==> src/rtl/lrf_pkg.sv <==
package lrf_pkg;
    localparam int CTRL_W = 5;
    typedef struct packed {
        logic gp1;
        logic gp0;
        logic sync;
        logic dir;
        logic notready;
    } ctrl_t;
endpackage

==> src/rtl/lrf_fifo.sv <==
module lrf_fifo #(
    parameter int EW    = 33,
    parameter int DEPTH = 64,
    localparam int AW   = (DEPTH > 1) ? $clog2(DEPTH) : 1,
    localparam int CW   = $clog2(DEPTH + 1)
) (
    input  logic          clk,
    input  logic          rst_n,
    input  logic          wr_en,
    input  logic [EW-1:0] wr_data,
    input  logic          rd_en,
    output logic [EW-1:0] rd_data,
    output logic [CW-1:0] count,
    output logic          empty,
    output logic          drop
);
    typedef struct packed {
        logic [DEPTH-1:0][EW-1:0] mem;
        logic [AW-1:0]            wp;
        logic [AW-1:0]            rp;
        logic [CW-1:0]            cnt;
    } st_t;

    st_t s_q, s_d;
    logic full, do_wr, do_rd;

    assign full    = (s_q.cnt == CW'(DEPTH));
    assign empty   = (s_q.cnt == '0);
    assign do_wr   = wr_en && !full;
    assign do_rd   = rd_en && !empty;
    assign drop    = wr_en && full;
    assign rd_data = s_q.mem[s_q.rp];
    assign count   = s_q.cnt;

    always_comb begin
        s_d = s_q;
        if (do_wr) begin
            s_d.mem[s_q.wp] = wr_data;
            s_d.wp = (s_q.wp == AW'(DEPTH - 1)) ? '0 : s_q.wp + 1'b1;
        end
        if (do_rd)
            s_d.rp = (s_q.rp == AW'(DEPTH - 1)) ? '0 : s_q.rp + 1'b1;
        case ({do_wr, do_rd})
            2'b10:   s_d.cnt = s_q.cnt + 1'b1;
            2'b01:   s_d.cnt = s_q.cnt - 1'b1;
            default: s_d.cnt = s_q.cnt;
        endcase
    end

    always_ff @(posedge clk) begin
        if (!rst_n) begin
            s_q.wp  <= '0;
            s_q.rp  <= '0;
            s_q.cnt <= '0;
        end else begin
            s_q <= s_d;
        end
    end

    // occupancy never exceeds DEPTH
    a_r1_count_bound: assert property (@(posedge clk) disable iff (!rst_n)
        s_q.cnt <= CW'(DEPTH));
    // a write into a full FIFO leaves the count unchanged or lower
    a_r7_full_no_grow: assert property (@(posedge clk) disable iff (!rst_n)
        full |=> s_q.cnt <= CW'(DEPTH));
endmodule

==> src/rtl/lrf_sideband.sv <==
module lrf_sideband
    import lrf_pkg::*;
(
    input  logic       clk,
    input  logic       rst_n,
    input  logic       load,
    input  ctrl_t      fields,
    output logic       notready,
    output logic       dir,
    output logic [1:0] gp
);
    typedef struct packed {
        logic       nr;
        logic       dr;
        logic [1:0] gp;
    } sb_t;

    sb_t r_q, r_d;

    always_comb begin
        r_d = r_q;
        if (load) begin
            r_d.nr = fields.notready;
            r_d.dr = fields.dir;
            r_d.gp = {fields.gp1, fields.gp0};
        end
    end

    always_ff @(posedge clk) begin
        if (!rst_n) r_q <= '0;
        else        r_q <= r_d;
    end

    assign notready = r_q.nr;
    assign dir      = r_q.dr;
    assign gp       = r_q.gp;

    // without a control word the sideband registers hold
    a_r4_hold: assert property (@(posedge clk) disable iff (!rst_n)
        !load |=> $stable(r_q));
endmodule

==> src/rtl/lrf_backoff.sv <==
module lrf_backoff #(
    parameter int CW = 7
) (
    input  logic          clk,
    input  logic          rst_n,
    input  logic [CW-1:0] level,
    input  logic [CW-1:0] hi,
    input  logic [CW-1:0] lo,
    output logic          backoff
);
    logic bo_q, bo_d;

    always_comb begin
        bo_d = bo_q;
        if (level >= hi)     bo_d = 1'b1;
        else if (level < lo) bo_d = 1'b0;
    end

    always_ff @(posedge clk) begin
        if (!rst_n) bo_q <= 1'b0;
        else        bo_q <= bo_d;
    end

    assign backoff = bo_q;

    // rise at or above the high mark, fall below the low mark
    a_r6_rise: assert property (@(posedge clk) disable iff (!rst_n)
        (level >= hi) |=> backoff);
    a_r6_fall: assert property (@(posedge clk) disable iff (!rst_n)
        (level < lo && level < hi) |=> !backoff);
endmodule

==> src/rtl/lnk_rx_flow.sv <==
module lnk_rx_flow
    import lrf_pkg::*;
#(
    parameter int DW    = 32,
    parameter int DEPTH = 64,
    localparam int CW   = $clog2(DEPTH + 1)
) (
    input  logic          clk,
    input  logic          rst_n,
    input  logic          lnk_valid,
    input  logic          lnk_ctrl,
    input  logic [DW-1:0] lnk_word,
    input  logic          dn_suspend,
    input  logic          dn_notready,
    input  logic [CW-1:0] cfg_hi,
    input  logic [CW-1:0] cfg_lo,
    output logic [DW-1:0] px_data,
    output logic          px_valid,
    output logic          px_sync,
    output logic          sb_notready,
    output logic          sb_dir,
    output logic [1:0]    sb_gp,
    output logic          backoff,
    output logic          overflow
);
    typedef struct packed {
        logic sync_pend;
        logic ovf;
    } top_t;

    top_t t_q, t_d;
    ctrl_t cw;
    logic data_in, ctrl_in, f_empty, f_drop;
    logic [DW:0] f_rd;
    logic [CW-1:0] f_cnt;

    assign cw      = ctrl_t'(lnk_word[CTRL_W-1:0]);
    assign data_in = lnk_valid && !lnk_ctrl;
    assign ctrl_in = lnk_valid && lnk_ctrl;

    lrf_fifo #(.EW(DW + 1), .DEPTH(DEPTH)) u_fifo (
        .clk     (clk),
        .rst_n   (rst_n),
        .wr_en   (data_in),
        .wr_data ({t_q.sync_pend, lnk_word}),
        .rd_en   (px_valid),
        .rd_data (f_rd),
        .count   (f_cnt),
        .empty   (f_empty),
        .drop    (f_drop)
    );

    lrf_sideband u_sb (
        .clk      (clk),
        .rst_n    (rst_n),
        .load     (ctrl_in),
        .fields   (cw),
        .notready (sb_notready),
        .dir      (sb_dir),
        .gp       (sb_gp)
    );

    lrf_backoff #(.CW(CW)) u_bo (
        .clk     (clk),
        .rst_n   (rst_n),
        .level   (f_cnt),
        .hi      (cfg_hi),
        .lo      (cfg_lo),
        .backoff (backoff)
    );

    always_comb begin
        t_d = t_q;
        if (ctrl_in && cw.sync)         t_d.sync_pend = 1'b1;
        else if (data_in && !f_drop)    t_d.sync_pend = 1'b0;
        if (f_drop)                     t_d.ovf = 1'b1;
    end

    always_ff @(posedge clk) begin
        if (!rst_n) t_q <= '0;
        else        t_q <= t_d;
    end

    assign px_valid = !f_empty && !dn_suspend && !dn_notready;
    assign px_data  = f_rd[DW-1:0];
    assign px_sync  = px_valid && f_rd[DW];
    assign overflow = t_q.ovf;

    // strobe only when the downstream side allows it
    a_r2_gated: assert property (@(posedge clk) disable iff (!rst_n)
        px_valid |-> (!dn_suspend && !dn_notready && f_cnt != '0));
    // a control word never raises occupancy
    a_r3_ctrl_no_store: assert property (@(posedge clk) disable iff (!rst_n)
        ctrl_in |=> f_cnt <= $past(f_cnt));
    // overflow is sticky
    a_r7_sticky: assert property (@(posedge clk) disable iff (!rst_n)
        overflow |=> overflow);
    // an accepted payload word consumes the pending sync mark
    a_r5_sync_used: assert property (@(posedge clk) disable iff (!rst_n)
        (data_in && !f_drop && !ctrl_in) |=> !t_q.sync_pend);
endmodule

==> config.mk <==
export PLATFORM = sky130hd
export DESIGN_NAME = lnk_rx_flow
export DESIGN_NICKNAME = d
export VERILOG_FILES = /design/src/rtl/lrf_pkg.sv /design/src/rtl/lrf_fifo.sv /design/src/rtl/lrf_sideband.sv /design/src/rtl/lrf_backoff.sv /design/src/rtl/lnk_rx_flow.sv
export SDC_FILE = /design/constraint.sdc
export NUM_CORES = 2
export LEC_CHECK = 0
export BUFFER_PORTS_ARGS = -buffer_cell sky130_fd_sc_hd__buf_2
export CORE_UTILIZATION = 45
export CTS_CLUSTER_DIAMETER = 50
export DETAILED_ROUTE_END_ITERATION = 7
export SLEW_MARGIN = 15
export SYNTH_ARGS = -nofsm -noshare
export SYNTH_HDL_FRONTEND = slang
export SYNTH_SLANG_ARGS = --single-unit
==> constraint.sdc <==
create_clock -name clk -period 8.7 [get_ports clk]
set_clock_uncertainty 0.2 [all_clocks]
set_input_delay 1.305 -clock clk [delete_from_list [all_inputs] [get_ports clk]]
set_output_delay 1.305 -clock clk [all_outputs]
set_load 0.02 [all_outputs]
==> out/metrics.cfg <==
[sta]
slew_viol_final=0
fmax_mhz=156
worst_slack_ns=2.27
slew_headroom_pct=11.1
fin_crit_ns=6.43
fin_hold_ws_ns=0.268
finalCritPeriodShare_pct=73.9
rsz0062_at_grt=no
hold_viol_final=0
fin_tns_setup_ns=0
worstMarginPinSlew_ns=1.33
setup_violations=0

[pwr]
switchingPower_mw=4.50
p_int_mw=16.7
ir_drop_uv=158
leakagePower_nw=27.9
clockPowerShare_pct=41.6
combPwrFrac_pct=5.0
powerDensity_mw_per_mm2=228
p_sw_share_pct=21.2
p_seq_share_pct=53.5

[cts]
clk_path_buf_depth=3
h-tree-depth=4
clock_latency_ns=0.84
cts_sinks=2138
cts_resized=0
tritoncts=built
cts_setup_buffers=0
hold_buffers=0
cts_root_buf=clkbuf_16
cts.reportedPaths.clkPinSlew_ns=0.06
cts-buffers-inserted=215

[yosys]
syn_nets=3623
synth_edf_count=2112
ys_warn_count=0
synth_seq_area_share_pct=77.6
synth_seq_cells=2138
synth_compound_area_share_pct=1.89
synth_top_family_by_area=multiplexers
async_flop_share_pct=0
yosysUniqueCellTypes=58
synth-xor-area-share_pct=0.117
synth_fa_ha_area_share_pct=0.273
synth-simple-area-share_pct=1.32
synth_area_mm2=0.0824
ys.flop_type=edfxtp_1
syn_avg_cell_area_um2=23.2
netlist_instances=3553
synth.area.mux_share_pct=17.4

[worst_setup_path]
cpMostUsedCell=o21ai_0
start_kind=register
path_max_fanout=39
ff2ff_setup_slack_ns=3.83
path_class=register to output pin
arrival_ns=4.92
rr_worst_depth=8
required_ns=7.19
critPathCaptureType=output pin
timing.rr.start=u_fifo.count[2]$_SDFFE_PN0P_
rr_endpoint=u_fifo.s_q[1811]$_DFFE_PP_
crit_family=compound AO/OA/AOI/OAI gates
critical-path-max-stage-delay_ns=0.85
slowest_stage=dfxtp_4
cp_num_buf_inv=2
path_cells=buf_4 -> nand3b_1 -> o22ai_1 -> a211oi_1 -> o21ai_0 -> o21ai_0 -> o21ai_0 -> buf_2

[worst_hold_path]
min_path_cells=2
min_from=u_sb.gp[0]$_SDFFE_PN0P_
hp-class=register to register
min_to=u_sb.gp[0]$_SDFFE_PN0P_

[place]
dp_hpwl_um=110000
dp_slack_ns=3.02
io_buffers=91
placed_cells=5939
post_dp_cell_area_mm2=0.0863
gp_congestion=0.765

[final_layout]
drive_gt1_share_pct=29.9
area_growth_pct=13.0
nets=3859
layout.cells.non_filler=6338
stdcell_area_mm2=0.0931

[grt]
grt_pass1_wl_um=304000
grt_pass1_vias=39600
track_usage_pct=23.5
grt_overflow_total=0
grt_max_degree=104
antenna_found_initial=15

[die]
die-width_um=430
core-area_mm2=0.181
die_h_um=430
die_area_mm2=0.185
start_util_pct=45.4
io_pins=92
num_rows=156

[routing]
drtIter0Drc=4979
first_pass_iters=5
wl_um=216000
vias=39100
drcViolationCount=0
wire_per_inst_um=34.1
viasPerCell=6.17
antenna_left=0

[outcome]
status=finished, final reports clean

[flow_run]
cap_violations=0

## layout by cell type (no fill, tap or decap), types with 43 or more instances in the layout
cell type and count:
o21ai_0 51, mux4_2 582, mux2i_1 109, clkbuf_1 47
buf_4 114, nand2_1 56, edfxtp_1 2112, buf_2 82
clkbuf_16 218, nor2_4 65, clkinv_2 43, clkinv_1 48
## how the worst max path moves through the flow
stage / startpoint / cells past startpoint / endpoint / slack, ns
2_1_floorplan: lnk_valid / 7 / u_fifo.s_q[1537]$_DFFE_PP_ / 4.22
3_3_place_gp: lnk_valid / 8 / u_fifo.s_q[1801]$_DFFE_PP_ / 3.06
3_5_place_dp: lnk_valid / 8 / u_fifo.s_q[1807]$_DFFE_PP_ / 3.02
4_1_cts: u_fifo.s_q[7]$_SDFFE_PN0P_ / 7 / px_data[14] / 2.31
5_1_grt: u_fifo.s_q[7]$_SDFFE_PN0P_ / 7 / px_data[14] / 2.18
6_report: u_fifo.s_q[10]$_SDFFE_PN0P_ / 8 / px_data[17] / 2.27
## kinds of logic (layout without fill, tap and decap cells)
logic type               count (synthesis)  count (layout)
AO/OA/AOI/OAI                          232             232
XOR/XNOR                                11              11
adder cells (fa/ha/maj)                 18              18
buffers and inverters                  213             625
flip-flops                            2138            2138
multiplexers                           703             703
other                                    0               3
AND/OR/NAND/NOR                        238             238
## worst min-delay path: cells and delay by family (launching register included)
kind            cells  cell delay (ns)
simple gates        1             0.05
compound gates      1             0.06
flops               1             0.31
## per-stage QoR
stage	util [%]	total power, mW
finish	51.3	21.2
global route	51.3	21.8
CTS	51.3	21.4
detailed placement	47.6	12.6
global placement	47.6	12.6
floorplan	-	12.3
## cell type report
class,count,area [µm²]
fillers,14000,88300
flip-flops and latches,2138,64000
multi-input cells,1202,17800
clock buffers,265,5630
well taps,2370,2970
repair buffers,211,1570
clock inverters,128,1060
inverters,21,81.3
diodes,3,7.51
## state kept, by name (all words and copies together) (netlist names)
register	count
u_fifo.s_q	2124
u_sb.gp	2
t_q	1
u_sb.dir	1
u_fifo.count	7
u_bo.backoff	1
u_sb.notready	1
overflow	1
## power by group through the flow
stage	combinational, mW	sequential (mW)	clock, mW
after detailed placement	1.07	11.6	0
after global routing	1.14	11.4	9.31
final	1.06	11.4	8.83
after floorplan	0.729	11.6	0
after CTS	1.07	11.4	8.96
after global placement	1.06	11.6	0
## Yosys cell counts (all sizes together), types with 5 or more instances
cell type / number / share of area, %
a21boi: 11 / 0.10
a21o: 8 / 0.073
a21oi: 30 / 0.18
a221oi: 13 / 0.14
a22o: 7 / 0.074
a22oi: 33 / 0.30
a31oi: 5 / 0.038
and2: 14 / 0.11
buf: 140 / 1.0
clkbuf: 52 / 0.24
dfxtp: 26 / 0.63
edfxtp: 2112 / 77
ha: 18 / 0.27
inv: 19 / 0.087
mux2: 12 / 0.16
mux2i: 109 / 1.3
mux4: 582 / 16
nand2: 56 / 0.26
nand3: 24 / 0.15
nor2: 99 / 0.45
nor2b: 10 / 0.076
nor3: 8 / 0.049
o211ai: 9 / 0.082
o21ai: 66 / 0.40
o221ai: 20 / 0.21
o22ai: 10 / 0.076
or3: 5 / 0.038
xnor2: 5 / 0.053
xor2: 6 / 0.064
## layer usage
metal	vias to the layer above	routed length, µm	GRT usage (%)
met4	8	5630	6.75
met1	21500	88500	33.0
met2	1594	107000	38.4
met5	-	45	0
met3	331	14900	3.50
li1	15700	-	-
Note: power is estimated with default switching activity, not from simulation.
